[config.mk]
export PLATFORM = sky130hd
export DESIGN_NAME = seqcmd_detect
export DESIGN_NICKNAME = d
export VERILOG_FILES = /design/src/rtl/seqcmd_pkg.sv /design/src/rtl/seqcmd_addr_decode.sv /design/src/rtl/seqcmd_tracker.sv /design/src/rtl/seqcmd_pulse.sv /design/src/rtl/seqcmd_detect.sv
export SDC_FILE = /design/constraint.sdc
export NUM_CORES = 1
export LEC_CHECK = 0
export BUFFER_PORTS_ARGS = -buffer_cell sky130_fd_sc_hd__buf_2
export CAP_MARGIN = 20
export CORE_MARGIN = 2
export CORE_UTILIZATION = 35
export CTS_CLUSTER_SIZE = 20
export DETAILED_ROUTE_END_ITERATION = 8
export MAX_ROUTING_LAYER = met4
export PLACE_DENSITY = 0.61
export SLEW_MARGIN = 20
export SYNTH_ARGS = -nofsm -noshare
export SYNTH_HDL_FRONTEND = slang
export SYNTH_SLANG_ARGS = --single-unit
[constraint.sdc]
create_clock -name clk -period 4.7 [get_ports clk]
set_input_delay 0 -clock clk [delete_from_list [all_inputs] [get_ports clk]]
set_output_delay 0 -clock clk [all_outputs]
set_load 0.005 [all_outputs]
[src/rtl/seqcmd_pkg.sv]
package seqcmd_pkg;
  localparam int ADDR_W = 16;
  localparam int PRE_N  = 5;
  localparam int CMD_N  = 4;
  localparam int STEP_W = $clog2(PRE_N + 1);
  localparam logic [ADDR_W-1:0] CMP_MASK = 16'h7FFC;
  // index 0 is the first read of the unlock run
  localparam logic [PRE_N-1:0][ADDR_W-1:0] PRE_ADDR =
    {16'h703F, 16'h7C1F, 16'h83E0, 16'hB1C7, 16'h4E38};
  // index: 0 store, 1 recall, 2 auto off, 3 auto on
  localparam logic [CMD_N-1:0][ADDR_W-1:0] CMD_ADDR =
    {16'h4B46, 16'h8B45, 16'h4C63, 16'h8FC0};
  typedef logic [STEP_W-1:0] step_t;
  typedef logic [CMD_N-1:0]  cmd_vec_t;
endpackage

[src/rtl/seqcmd_addr_decode.sv]
module seqcmd_addr_decode
  import seqcmd_pkg::*;
#(
  parameter logic [ADDR_W-1:0] MASK = CMP_MASK
) (
  input  logic [ADDR_W-1:0] addr,
  output logic [PRE_N-1:0]  pre_hit,
  output cmd_vec_t          cmd_hit
);
  logic [ADDR_W-1:0] addr_m;
  assign addr_m = addr & MASK;

  for (genvar i = 0; i < PRE_N; i++) begin : g_pre
    assign pre_hit[i] = (addr_m == (PRE_ADDR[i] & MASK));
  end

  for (genvar j = 0; j < CMD_N; j++) begin : g_cmd
    assign cmd_hit[j] = (addr_m == (CMD_ADDR[j] & MASK));
  end
endmodule

[src/rtl/seqcmd_tracker.sv]
module seqcmd_tracker
  import seqcmd_pkg::*;
(
  input  logic             clk,
  input  logic             rst_n,
  input  logic             busy,
  input  logic             acc_valid,
  input  logic             acc_wr,
  input  logic [PRE_N-1:0] pre_hit,
  input  cmd_vec_t         cmd_hit,
  output cmd_vec_t         fire_d,
  output logic             active
);
  localparam int EXT_W = 1 << STEP_W;
  localparam step_t LAST = step_t'(PRE_N);

  step_t            step_q, step_d;
  logic [EXT_W-1:0] pre_ext;
  logic             pre_cur, rd_ok;

  assign pre_ext = {{(EXT_W-PRE_N){1'b0}}, pre_hit};
  assign pre_cur = pre_ext[step_q];
  assign rd_ok   = acc_valid && !acc_wr && !busy;

  always_comb begin
    step_d = step_q;
    if (busy) begin
      step_d = '0;
    end else if (acc_valid) begin
      if (acc_wr)                             step_d = '0;
      else if (step_q != LAST && pre_cur)     step_d = step_q + step_t'(1);
      else if (pre_hit[0])                    step_d = step_t'(1);
      else                                    step_d = '0;
    end
  end

  always_ff @(posedge clk or negedge rst_n) begin
    if (!rst_n) step_q <= '0;
    else        step_q <= step_d;
  end

  assign fire_d = (rd_ok && step_q == LAST) ? cmd_hit : '0;
  assign active = (step_q != '0);
endmodule

[src/rtl/seqcmd_pulse.sv]
module seqcmd_pulse
  import seqcmd_pkg::*;
(
  input  logic     clk,
  input  logic     rst_n,
  input  cmd_vec_t fire_d,
  output cmd_vec_t fire_q
);
  always_ff @(posedge clk or negedge rst_n) begin
    if (!rst_n) fire_q <= '0;
    else        fire_q <= fire_d;
  end
endmodule

[src/rtl/seqcmd_detect.sv]
module seqcmd_detect
  import seqcmd_pkg::*;
#(
  parameter logic [ADDR_W-1:0] MASK = CMP_MASK
) (
  input  logic              clk,
  input  logic              rst_n,
  input  logic              busy,
  input  logic              acc_valid,
  input  logic [ADDR_W-1:0] acc_addr,
  input  logic              acc_wr,
  output logic              cmd_store,
  output logic              cmd_recall,
  output logic              cmd_auto_off,
  output logic              cmd_auto_on,
  output logic              seq_active
);
  logic [PRE_N-1:0] pre_hit;
  cmd_vec_t         cmd_hit, fire_d, fire_q;

  seqcmd_addr_decode #(.MASK(MASK)) u_dec (
    .addr(acc_addr), .pre_hit(pre_hit), .cmd_hit(cmd_hit)
  );

  seqcmd_tracker u_trk (
    .clk(clk), .rst_n(rst_n), .busy(busy), .acc_valid(acc_valid),
    .acc_wr(acc_wr), .pre_hit(pre_hit), .cmd_hit(cmd_hit),
    .fire_d(fire_d), .active(seq_active)
  );

  seqcmd_pulse u_pls (
    .clk(clk), .rst_n(rst_n), .fire_d(fire_d), .fire_q(fire_q)
  );

  assign cmd_store    = fire_q[0];
  assign cmd_recall   = fire_q[1];
  assign cmd_auto_off = fire_q[2];
  assign cmd_auto_on  = fire_q[3];
endmodule

==> flow_summary.html, run 1 <==
<table>
<tr><th>Metric</th><th>Value</th></tr>
<tr><th colspan="2">Yosys</th></tr>
<tr><td>Proportion of synthesized chip area in sequential cells</td><td>30.8%</td></tr>
<tr><td>Synth warn</td><td>0</td></tr>
<tr><td>Number of distinct standard cells referenced by the synthesized netlist</td><td>28</td></tr>
<tr><td>Post-synthesis instance total</td><td>68</td></tr>
<tr><td>Number of nets produced by synthesis</td><td>92</td></tr>
<tr><td>Synth Register Bits</td><td>7</td></tr>
<tr><td>Average footprint of a synthesized cell</td><td>8.37 um^2</td></tr>
<tr><td>Cell area after technology mapping</td><td>569 um^2</td></tr>
<tr><th colspan="2">Floorplanning</th></tr>
<tr><td>Die Span X</td><td>44.3 um</td></tr>
<tr><td>Floorplan row count</td><td>14</td></tr>
<tr><td>Initial core utilization</td><td>37.4%</td></tr>
<tr><td>Floorplan core area</td><td>1520 um^2</td></tr>
<tr><td>Die H</td><td>44.3 um</td></tr>
<tr><td>Full die area</td><td>1970 um^2</td></tr>
<tr><td>I/O pin total</td><td>26</td></tr>
<tr><th colspan="2">Pwr</th></tr>
<tr><td>Internal power</td><td>0.000104 W</td></tr>
<tr><td>Reg power frac</td><td>43.1%</td></tr>
<tr><td>Part of the power in combinational logic</td><td>17.0%</td></tr>
<tr><td>Leakage dissipation</td><td>0.360 nW</td></tr>
<tr><td>Sw frac</td><td>25.5%</td></tr>
<tr><td>Worst supply voltage drop on vdd</td><td>0.0000814 V</td></tr>
<tr><td>Share of power burned in the clock network</td><td>39.9%</td></tr>
<tr><td>Total power per unit cell area</td><td>181 nW/um^2</td></tr>
<tr><td>Power spent charging and discharging nets</td><td>0.0000358 W</td></tr>
<tr><th colspan="2">Clocking</th></tr>
<tr><td>Clock tree from TritonCTS</td><td>done</td></tr>
<tr><td>Number of buffers added by the clock tree synthesis step</td><td>3</td></tr>
<tr><td>Worst-path clk slew</td><td>0.05 ns</td></tr>
<tr><td>Maximum level of the CTS H-tree</td><td>1</td></tr>
<tr><td>Number of setup buffers added after CTS</td><td>0</td></tr>
<tr><td>Max Root-Sink Buffers</td><td>2</td></tr>
<tr><td>CTS-repair resized insts</td><td>0</td></tr>
<tr><td>Clk root buf</td><td>sky130_fd_sc_hd__clkbuf_4</td></tr>
<tr><td>Clock latency on the worst-skew pair</td><td>0.26 ns</td></tr>
<tr><td>Number of clock sinks</td><td>7</td></tr>
<tr><th colspan="2">Timing</th></tr>
<tr><td>Maximum achievable frequency</td><td>0.427 GHz</td></tr>
<tr><td>Final clock skew</td><td>0.00464 ns</td></tr>
<tr><td>Sum Neg Setup Slack</td><td>0 ns</td></tr>
<tr><td>Final max-slew violation count</td><td>0</td></tr>
<tr><td>Part of the cycle the worst path needs</td><td>49.8%</td></tr>
<tr><td>Total setup violations reported at the end of the flow</td><td>0</td></tr>
<tr><td>Number of hold-slack violations in the final timing report</td><td>0</td></tr>
<tr><td>Worst relative slew slack</td><td>72.7%</td></tr>
<tr><td>Clock period minus worst slack</td><td>2.34 ns</td></tr>
<tr><td>Least setup slack across all paths after layout</td><td>2.36 ns</td></tr>
<tr><td>RSZ-0062 raised after global routing</td><td>no</td></tr>
<tr><td>Slew of the pin with the lowest slew margin</td><td>0.406 ns</td></tr>
<tr><th colspan="2">Detailed routing</th></tr>
<tr><td>Routed met2 length</td><td>739 um</td></tr>
<tr><td>Highest layer used for signal routing</td><td>met4</td></tr>
<tr><td>Final wirelength</td><td>1.51 mm</td></tr>
<tr><td>Count of routing violations after the opening detailed-route iteration</td><td>25</td></tr>
<tr><td>Number of optimization iterations in the first detailed-route pass</td><td>4</td></tr>
<tr><td>DRT met1 WL</td><td>656 um</td></tr>
<tr><td>Routed wire length per instance</td><td>13.2 um</td></tr>
<tr><td>Drt drc</td><td>0</td></tr>
<tr><td>Met3 routed WL</td><td>68 um</td></tr>
<tr><td>Post-DRT Antenna Nets</td><td>0</td></tr>
<tr><td>Drt via density</td><td>5.76</td></tr>
<tr><td>Routed via count</td><td>662</td></tr>
<tr><th colspan="2">Placed design</th></tr>
<tr><td># port buffers</td><td>22</td></tr>
<tr><td>Post-DP HPWL</td><td>1.12 mm</td></tr>
<tr><td>Worst setup timing slack at the placement stage</td><td>2.67 ns</td></tr>
<tr><td>Weighted congestion at the end of routability-driven global placement</td><td>0.823</td></tr>
<tr><th colspan="2">Worst setup path</th></tr>
<tr><td>Reg-to-Reg Start</td><td>u_trk.step_q[1]$_DFFE_PN0P_</td></tr>
<tr><td>Worst EP arrival</td><td>2.53 ns</td></tr>
<tr><td>Crit start category</td><td>flop</td></tr>
<tr><td>Critical path endpoint category</td><td>flop</td></tr>
<tr><td>Required time of the critical path</td><td>4.89 ns</td></tr>
<tr><td>Worst-path maximum fanout</td><td>7</td></tr>
<tr><td>First element of the critical path</td><td>u_trk.step_q[1]$_DFFE_PN0P_</td></tr>
<tr><td>Start-to-end type of the worst setup path</td><td>reg2reg</td></tr>
<tr><th colspan="2">GRT</th></tr>
<tr><td>Remaining global-route overflow</td><td>0</td></tr>
<tr><td>Initial antenna violation count</td><td>0</td></tr>
<tr><td>First-pass GRT wire length</td><td>2.55 mm</td></tr>
<tr><td>Pin count of the biggest net entering global routing</td><td>8</td></tr>
<tr><td>Vias in the first global route</td><td>606</td></tr>
<tr><td>Global-route usage over all layers</td><td>18.7%</td></tr>
<tr><th colspan="2">Final layout</th></tr>
<tr><td>Number of filler cells placed in the layout</td><td>151</td></tr>
<tr><td>Number of antenna repair diodes</td><td>0</td></tr>
<tr><td>P&amp;R area growth vs syn</td><td>36.3%</td></tr>
<tr><td>Layout cells sized above 1</td><td>30.3%</td></tr>
<tr><td>Number of nets in the layout</td><td>124</td></tr>
<tr><th colspan="2">Hold path</th></tr>
<tr><td>Source of the worst hold timing path</td><td>acc_valid</td></tr>
<tr><td>Type of the most critical hold path</td><td>in2reg</td></tr>
<tr><th colspan="2">Run</th></tr>
<tr><td>Number of max-capacitance violations reported</td><td>0</td></tr>
<tr><th colspan="2">Run status</th></tr>
<tr><td>Outcome</td><td>finished, final reports clean</td></tr>
</table>
## path summary, 6_finish.rpt
check,endpoint,slack (ns),cells after the start
worst max-delay path,u_pls.fire_q[2]$_DFF_PN0_,2.36,7
worst min-delay path,u_trk.step_q[0]$_DFFE_PN0P_,0.02,2
worst max register to register,u_pls.fire_q[2]$_DFF_PN0_,2.36,7
worst min register to register,u_trk.step_q[2]$_DFFE_PN0P_,0.71,3
max in group asynchronous,u_pls.fire_q[1]$_DFF_PN0_,4.46,2
min in group asynchronous,u_trk.step_q[2]$_DFFE_PN0P_,0.09,2
## layout by cell type (no fill, tap or decap), types with 4 or more instances in the layout
cell type and instances:
sky130_fd_sc_hd__buf_2 22, sky130_fd_sc_hd__nor2_1 6, sky130_fd_sc_hd__dlygate4sd3_1 5, sky130_fd_sc_hd__nand2_1 6, sky130_fd_sc_hd__inv_1 4, sky130_fd_sc_hd__nand4_1 4
sky130_fd_sc_hd__dfrtp_1 7, sky130_fd_sc_hd__a31oi_1 4
## synth_stat cells
cell type,number,area (um^2)
sky130_fd_sc_hd__o31ai_1,1,7.51
sky130_fd_sc_hd__or4_2,1,8.76
sky130_fd_sc_hd__a31oi_1,4,25.0
sky130_fd_sc_hd__and2b_2,1,8.76
sky130_fd_sc_hd__a21o_1,1,7.51
sky130_fd_sc_hd__or3_1,3,18.8
sky130_fd_sc_hd__nand2b_4,1,13.8
sky130_fd_sc_hd__nor2_1,6,22.5
sky130_fd_sc_hd__or4_1,1,7.51
sky130_fd_sc_hd__dfrtp_1,7,175
sky130_fd_sc_hd__inv_1,4,15.0
sky130_fd_sc_hd__and4_1,1,8.76
sky130_fd_sc_hd__nor3b_2,1,12.5
sky130_fd_sc_hd__nand4_1,4,25.0
sky130_fd_sc_hd__and3_1,2,12.5
sky130_fd_sc_hd__nand3_1,2,10.0
sky130_fd_sc_hd__nor4b_1,2,17.5
sky130_fd_sc_hd__nor3_1,2,10.0
sky130_fd_sc_hd__or2b_2,1,8.76
sky130_fd_sc_hd__o21ai_0,1,5.00
sky130_fd_sc_hd__o32ai_1,2,17.5
sky130_fd_sc_hd__nor4_1,3,18.8
sky130_fd_sc_hd__nand2_1,6,22.5
sky130_fd_sc_hd__ha_1,3,37.5
sky130_fd_sc_hd__and3b_1,1,8.76
sky130_fd_sc_hd__nand3b_1,3,22.5
sky130_fd_sc_hd__a21oi_1,3,15.0
sky130_fd_sc_hd__and2_1,1,6.26
## worst max-delay path, stage by stage, from the launching register on
cell,delay [ns]
sky130_fd_sc_hd__dfrtp_1,0.45
sky130_fd_sc_hd__inv_1,0.12
sky130_fd_sc_hd__ha_1,0.18
sky130_fd_sc_hd__and4_1,0.19
sky130_fd_sc_hd__nand4_1,0.13
sky130_fd_sc_hd__or3_1,0.41
sky130_fd_sc_hd__nor4_1,0.23
sky130_fd_sc_hd__dlygate4sd3_1,0.57
## through the flow
| stage | power (W) | std cells | hold WS, ns | util (%) | area (um^2) |
|---|---|---|---|---|---|
| after CTS | 0.000143 | 115 | 0.00142 | 50.9 | 776 |
| after global routing | 0.000148 | 115 | 0.0155 | 50.9 | 776 |
| after detailed placement | 0.0000824 | 106 | -0.165 | 45.9 | 699 |
| after floorplan | 0.0000683 | 68 | -0.296 | - | 569 |
| after global placement | 0.0000819 | 106 | -0.166 | 45.9 | 699 |
| final | 0.000140 | 115 | 0.0154 | 50.9 | 776 |
## what timing repair did
action	4_1_cts	5_1_grt
hold buffers	5	0
hold endpoints to repair	12	0
setup endpoints to repair	0	0
## area by class of cell
cell class	instances	area, um^2	area share (%)
repair buffers	27	160	20.6
flip-flops and latches	7	175	22.6
multi-input cells	57	379	48.9
well taps	16	20.0	2.58
clock buffers	4	26.3	3.39
inverters	4	15.0	1.94
## cells by family after synthesis
group / after synthesis / synth area share, %
AO/OA/AOI/OAI: 12 / 13.6
adder cells (fa/ha/maj): 3 / 6.59
buffers and inverters: 4 / 2.64
flip-flops: 7 / 30.8
AND/OR/NAND/NOR: 42 / 46.4
## power by group through the flow
stage | logic [W] | registers [W] | clock network [W]
final | 0.0000238 | 0.0000604 | 0.0000559
after global routing | 0.0000268 | 0.0000603 | 0.0000612
after CTS | 0.0000237 | 0.0000603 | 0.0000586
after detailed placement | 0.0000211 | 0.0000614 | 0
after global placement | 0.0000206 | 0.0000614 | 0
after floorplan | 0.00000689 | 0.0000614 | 0
## flip-flops by register name, indices dropped and copies added (netlist names)
name          count
u_trk.step_q      3
u_pls.fire_q      4
## layer usage
layer | global-route usage [%] | vias up
met5 | - | -
met4 | 15.2 | 0
met3 | 1.63 | 5
met2 | 29.1 | 22
met1 | 21.7 | 311
li1 | - | 324
(Power assumes the default switching activity.)
==> inputs of run 2 (changes only) <==
--- a/config.mk
+++ b/config.mk
@@ -12,7 +12,7 @@
 export CTS_CLUSTER_SIZE = 20
 export DETAILED_ROUTE_END_ITERATION = 8
 export MAX_ROUTING_LAYER = met4
-export PLACE_DENSITY = 0.61
+export PLACE_DENSITY = 0.63
 export SLEW_MARGIN = 20
 export SYNTH_ARGS = -nofsm -noshare
 export SYNTH_HDL_FRONTEND = slang
==> constraint.sdc (replaced) <==
create_clock -name clk -period 2.1 [get_ports clk]
set_input_delay 0 -clock clk [delete_from_list [all_inputs] [get_ports clk]]
set_output_delay 0 -clock clk [all_outputs]
set_load 0.005 [all_outputs]
==> run 2 against run 1 <==
Net effect: maximum frequency rose by 20%; setup slack got worse by 2.2 ns; wire length fell by 7.2%; clock skew fell by 0.00092 ns; cell area fell by 0.32%; sequential power rose by 120%; die area did not move; sequential cell count did not move; clock power rose by 110%; non-clock buffer count did not move.
==> flow_summary.html, run 2 (synthesis results as in run 1) <==
<table>
<tr><th>Metric</th><th>Value</th></tr>
<tr><th colspan="2">Run status</th></tr>
<tr><td>Outcome</td><td>finished, final reports clean (unchanged)</td></tr>
<tr><th colspan="2">Final layout</th></tr>
<tr><td>Number of antenna repair diodes</td><td>0 (unchanged)</td></tr>
<tr><td>Leading cell types in the layout, fill and taps excluded</td><td>sky130_fd_sc_hd__buf_2, sky130_fd_sc_hd__dfrtp_1, sky130_fd_sc_hd__nor2_1, sky130_fd_sc_hd__nand2_1 (was sky130_fd_sc_hd__buf_2, sky130_fd_sc_hd__dfrtp_1, sky130_fd_sc_hd__nor2_1, sky130_fd_sc_hd__nand2_1, sky130_fd_sc_hd__dlygate4sd3_1)</td></tr>
<tr><td>Largest registers</td><td>u_pls.fire_q (4), u_trk.step_q (3) (unchanged)</td></tr>
<tr><td>Flip-flop and latch area</td><td>175 um^2 (unchanged)</td></tr>
<tr><td>P&amp;R area growth vs syn</td><td>35.8% (was 36.3%)</td></tr>
<tr><td>Number of filler cells placed in the layout</td><td>146 (was 151)</td></tr>
<tr><td>Register with the highest flop count</td><td>u_pls.fire_q (unchanged)</td></tr>
<tr><td>Multi-input gate area in the final layout</td><td>379 um^2 (unchanged)</td></tr>
<tr><td>Largest register FFs</td><td>4 (unchanged)</td></tr>
<tr><td>Number of nets in the layout</td><td>124 (unchanged)</td></tr>
<tr><td>Most frequent standard cell in the layout excluding fill and tap cells</td><td>sky130_fd_sc_hd__buf_2 (unchanged)</td></tr>
<tr><td>Core utilization of the finished layout</td><td>50.7% (was 50.9%)</td></tr>
<tr><td>Layout cells sized above 1</td><td>31.3% (was 30.3%)</td></tr>
<tr><th colspan="2">Clocking</th></tr>
<tr><td>Clock tree from TritonCTS</td><td>done (unchanged)</td></tr>
<tr><td>Number of buffers added by the clock tree synthesis step</td><td>3 (unchanged)</td></tr>
<tr><td>Worst-path clk slew</td><td>0.05 ns (about the same)</td></tr>
<tr><td>Maximum level of the CTS H-tree</td><td>1 (unchanged)</td></tr>
<tr><td>Max Root-Sink Buffers</td><td>2 (unchanged)</td></tr>
<tr><td>Clock latency on the worst-skew pair</td><td>0.24 ns (was 0.26 ns)</td></tr>
<tr><td>Number of setup buffers added after CTS</td><td>0 (unchanged)</td></tr>
<tr><td>Number of clock sinks</td><td>7 (unchanged)</td></tr>
<tr><td>Clk root buf</td><td>sky130_fd_sc_hd__clkbuf_4 (unchanged)</td></tr>
<tr><th colspan="2">Placed design</th></tr>
<tr><td>Weighted congestion at the end of routability-driven global placement</td><td>0.921 (was 0.823)</td></tr>
<tr><td># port buffers</td><td>22 (unchanged)</td></tr>
<tr><td>Post-DP HPWL</td><td>1.09 mm (was 1.12 mm)</td></tr>
<tr><th colspan="2">Hold path</th></tr>
<tr><td>Hold endpoint</td><td>u_trk.step_q[0]$_DFFE_PN0P_ (unchanged)</td></tr>
<tr><td>Number of cells on the worst hold path</td><td>2 (unchanged)</td></tr>
<tr><td>Source of the worst hold timing path</td><td>acc_valid (unchanged)</td></tr>
<tr><td>Type of the most critical hold path</td><td>in2reg (unchanged)</td></tr>
<tr><th colspan="2">GRT</th></tr>
<tr><td>Global-route usage over all layers</td><td>15.9% (was 18.7%)</td></tr>
<tr><td>Vias in the first global route</td><td>566 (was 606)</td></tr>
<tr><td>Initial antenna violation count</td><td>0 (unchanged)</td></tr>
<tr><td>Pin count of the biggest net entering global routing</td><td>8 (unchanged)</td></tr>
<tr><td>First-pass GRT wire length</td><td>2.29 mm (was 2.55 mm)</td></tr>
<tr><td>Remaining global-route overflow</td><td>0 (unchanged)</td></tr>
<tr><th colspan="2">Run</th></tr>
<tr><td>Number of max-capacitance violations reported</td><td>0 (unchanged)</td></tr>
<tr><th colspan="2">Worst setup path</th></tr>
<tr><td>Start-to-end type of the worst setup path</td><td>reg2reg (unchanged)</td></tr>
<tr><td>Crit start category</td><td>flop (unchanged)</td></tr>
<tr><td>Critical path endpoint category</td><td>flop (unchanged)</td></tr>
<tr><td>Reg-to-Reg Start</td><td>u_trk.step_q[0]$_DFFE_PN0P_ (was u_trk.step_q[1]$_DFFE_PN0P_)</td></tr>
<tr><td>Worst-path maximum fanout</td><td>5 (was 7)</td></tr>
<tr><td>Required time of the critical path</td><td>2.27 ns (was 4.89 ns)</td></tr>
<tr><td>Internal reg-to-reg setup slack</td><td>0.14 ns (was 2.36 ns)</td></tr>
<tr><td>Worst r2r dst</td><td>u_trk.step_q[2]$_DFFE_PN0P_ (was u_pls.fire_q[2]$_DFF_PN0_)</td></tr>
<tr><td>Worst EP arrival</td><td>2.13 ns (was 2.53 ns)</td></tr>
<tr><td>Number of cells on the worst reg-to-reg path</td><td>6 (was 7)</td></tr>
<tr><th colspan="2">Timing</th></tr>
<tr><td>Clock period minus worst slack</td><td>1.96 ns (was 2.34 ns)</td></tr>
<tr><td>Final clock skew</td><td>0.00372 ns (was 0.00464 ns)</td></tr>
<tr><td>Total setup violations reported at the end of the flow</td><td>0 (unchanged)</td></tr>
<tr><td>Part of the cycle the worst path needs</td><td>93.3% (was 49.8%)</td></tr>
<tr><td>Worst relative slew slack</td><td>78.4% (was 72.7%)</td></tr>
<tr><td>Maximum achievable frequency</td><td>0.511 GHz (was 0.427 GHz)</td></tr>
<tr><td>Final max-slew violation count</td><td>0 (unchanged)</td></tr>
<tr><td>Sum Neg Setup Slack</td><td>0 ns (unchanged)</td></tr>
<tr><td>Number of hold-slack violations in the final timing report</td><td>0 (unchanged)</td></tr>
<tr><td>RSZ-0062 raised after global routing</td><td>no (unchanged)</td></tr>
<tr><td>Slew of the pin with the lowest slew margin</td><td>0.319 ns (was 0.406 ns)</td></tr>
<tr><th colspan="2">Floorplanning</th></tr>
<tr><td>Floorplan core area</td><td>1520 um^2 (unchanged)</td></tr>
<tr><td>Full die area</td><td>1970 um^2 (unchanged)</td></tr>
<tr><td>I/O pin total</td><td>26 (unchanged)</td></tr>
<tr><td>Die H</td><td>44.3 um (unchanged)</td></tr>
<tr><td>Die Span X</td><td>44.3 um (unchanged)</td></tr>
<tr><td>Initial core utilization</td><td>37.4% (unchanged)</td></tr>
<tr><td>Floorplan row count</td><td>14 (unchanged)</td></tr>
<tr><th colspan="2">Detailed routing</th></tr>
<tr><td>Post-DRT Antenna Nets</td><td>0 (unchanged)</td></tr>
<tr><td>Routed wire length per instance</td><td>12.2 um (was 13.2 um)</td></tr>
<tr><td>Drt via density</td><td>5.61 (was 5.76)</td></tr>
<tr><td>Count of routing violations after the opening detailed-route iteration</td><td>19 (was 25)</td></tr>
<tr><td>Number of optimization iterations in the first detailed-route pass</td><td>4 (unchanged)</td></tr>
<tr><td>Routed via count</td><td>645 (was 662)</td></tr>
<tr><td>Drt drc</td><td>0 (unchanged)</td></tr>
<tr><td>Final wirelength</td><td>1.41 mm (was 1.51 mm)</td></tr>
<tr><th colspan="2">Pwr</th></tr>
<tr><td>Worst supply voltage drop on vdd</td><td>0.000196 V (was 0.0000814 V)</td></tr>
<tr><td>Total power per unit cell area</td><td>393 nW/um^2 (was 181 nW/um^2)</td></tr>
<tr><td>Leakage dissipation</td><td>0.358 nW (was 0.360 nW)</td></tr>
</table>
run 2: cell types whose count changed in the layout (fill, tap and decap cells not counted):
cell and change:
sky130_fd_sc_hd__buf_4 +1, sky130_fd_sc_hd__dlygate4sd3_1 -1
run 2: worst max path at each step:
stage / slack [ns] / to / start
4_1_cts: 0.17 / u_trk.step_q[2]$_DFFE_PN0P_ / u_trk.step_q[0]$_DFFE_PN0P_
6_report: 0.14 / u_trk.step_q[2]$_DFFE_PN0P_ / u_trk.step_q[0]$_DFFE_PN0P_
2_1_floorplan: 0.24 / u_trk.step_q[2]$_DFFE_PN0P_ / u_trk.step_q[1]$_DFFE_PN0P_
3_3_place_gp: 0.20 / u_trk.step_q[2]$_DFFE_PN0P_ / u_trk.step_q[0]$_DFFE_PN0P_
3_5_place_dp: 0.18 / u_trk.step_q[2]$_DFFE_PN0P_ / u_trk.step_q[0]$_DFFE_PN0P_
5_1_grt: 0.04 / u_trk.step_q[2]$_DFFE_PN0P_ / u_trk.step_q[0]$_DFFE_PN0P_
run 2: final cells by class:
type | count | share of cell area, %
Timing Repair Buffer | 27 | 20.4
Multi-Input combinational cell | 57 | 49.0
Clock buffer | 4 | 3.40
Tap cell | 16 | 2.59
Sequential cell | 7 | 22.7
Inverter | 4 | 1.94
run 2: stage by stage:
step	hold slack (ns)	power (W)	instance area, um^2	setup slack, ns	std cells
2_1_floorplan	-0.296	0.000153	569	0.240	68
3_3_place_gp	-0.166	0.000183	707	0.195	107
3_5_place_dp	-0.162	0.000184	707	0.181	107
4_1_cts	0.0156	0.000308	773	0.174	115
5_1_grt	0.0136	0.000325	773	0.0394	115
6_report	0.0209	0.000304	773	0.141	115
run 2: layer usage:
layer / wire (um) / GRT usage [%] / part of all wire [%]
met1: 662 / 21.2 / 47
met2: 675 / 25.3 / 48
met3: 67 / 1.22 / 4.8
met4: 0 / 5.45 / 0
met5: 0 / - / 0
run 2: power breakdown:
group	switching [W]	internal [W]	total (W)
clock network	0.0000441	0.0000722	0.000116
logic	0.0000270	0.0000256	0.0000526
registers	0.00000000109	0.000135	0.000135
run 2: timing repair:
item / in CTS / in global routing
gates resized for setup: 0 / 0
hold endpoints to repair: 11 / 0
hold buffers: 4 / 0
run 2: worst max-delay path, cell delays in order (launching register included):
cell                      delay [ns]
sky130_fd_sc_hd__dfrtp_1        0.43
sky130_fd_sc_hd__ha_1           0.25
sky130_fd_sc_hd__or3_1          0.33
sky130_fd_sc_hd__or4_1          0.43
sky130_fd_sc_hd__o32ai_1        0.27
sky130_fd_sc_hd__a31oi_1        0.07
sky130_fd_sc_hd__nor2_1         0.11
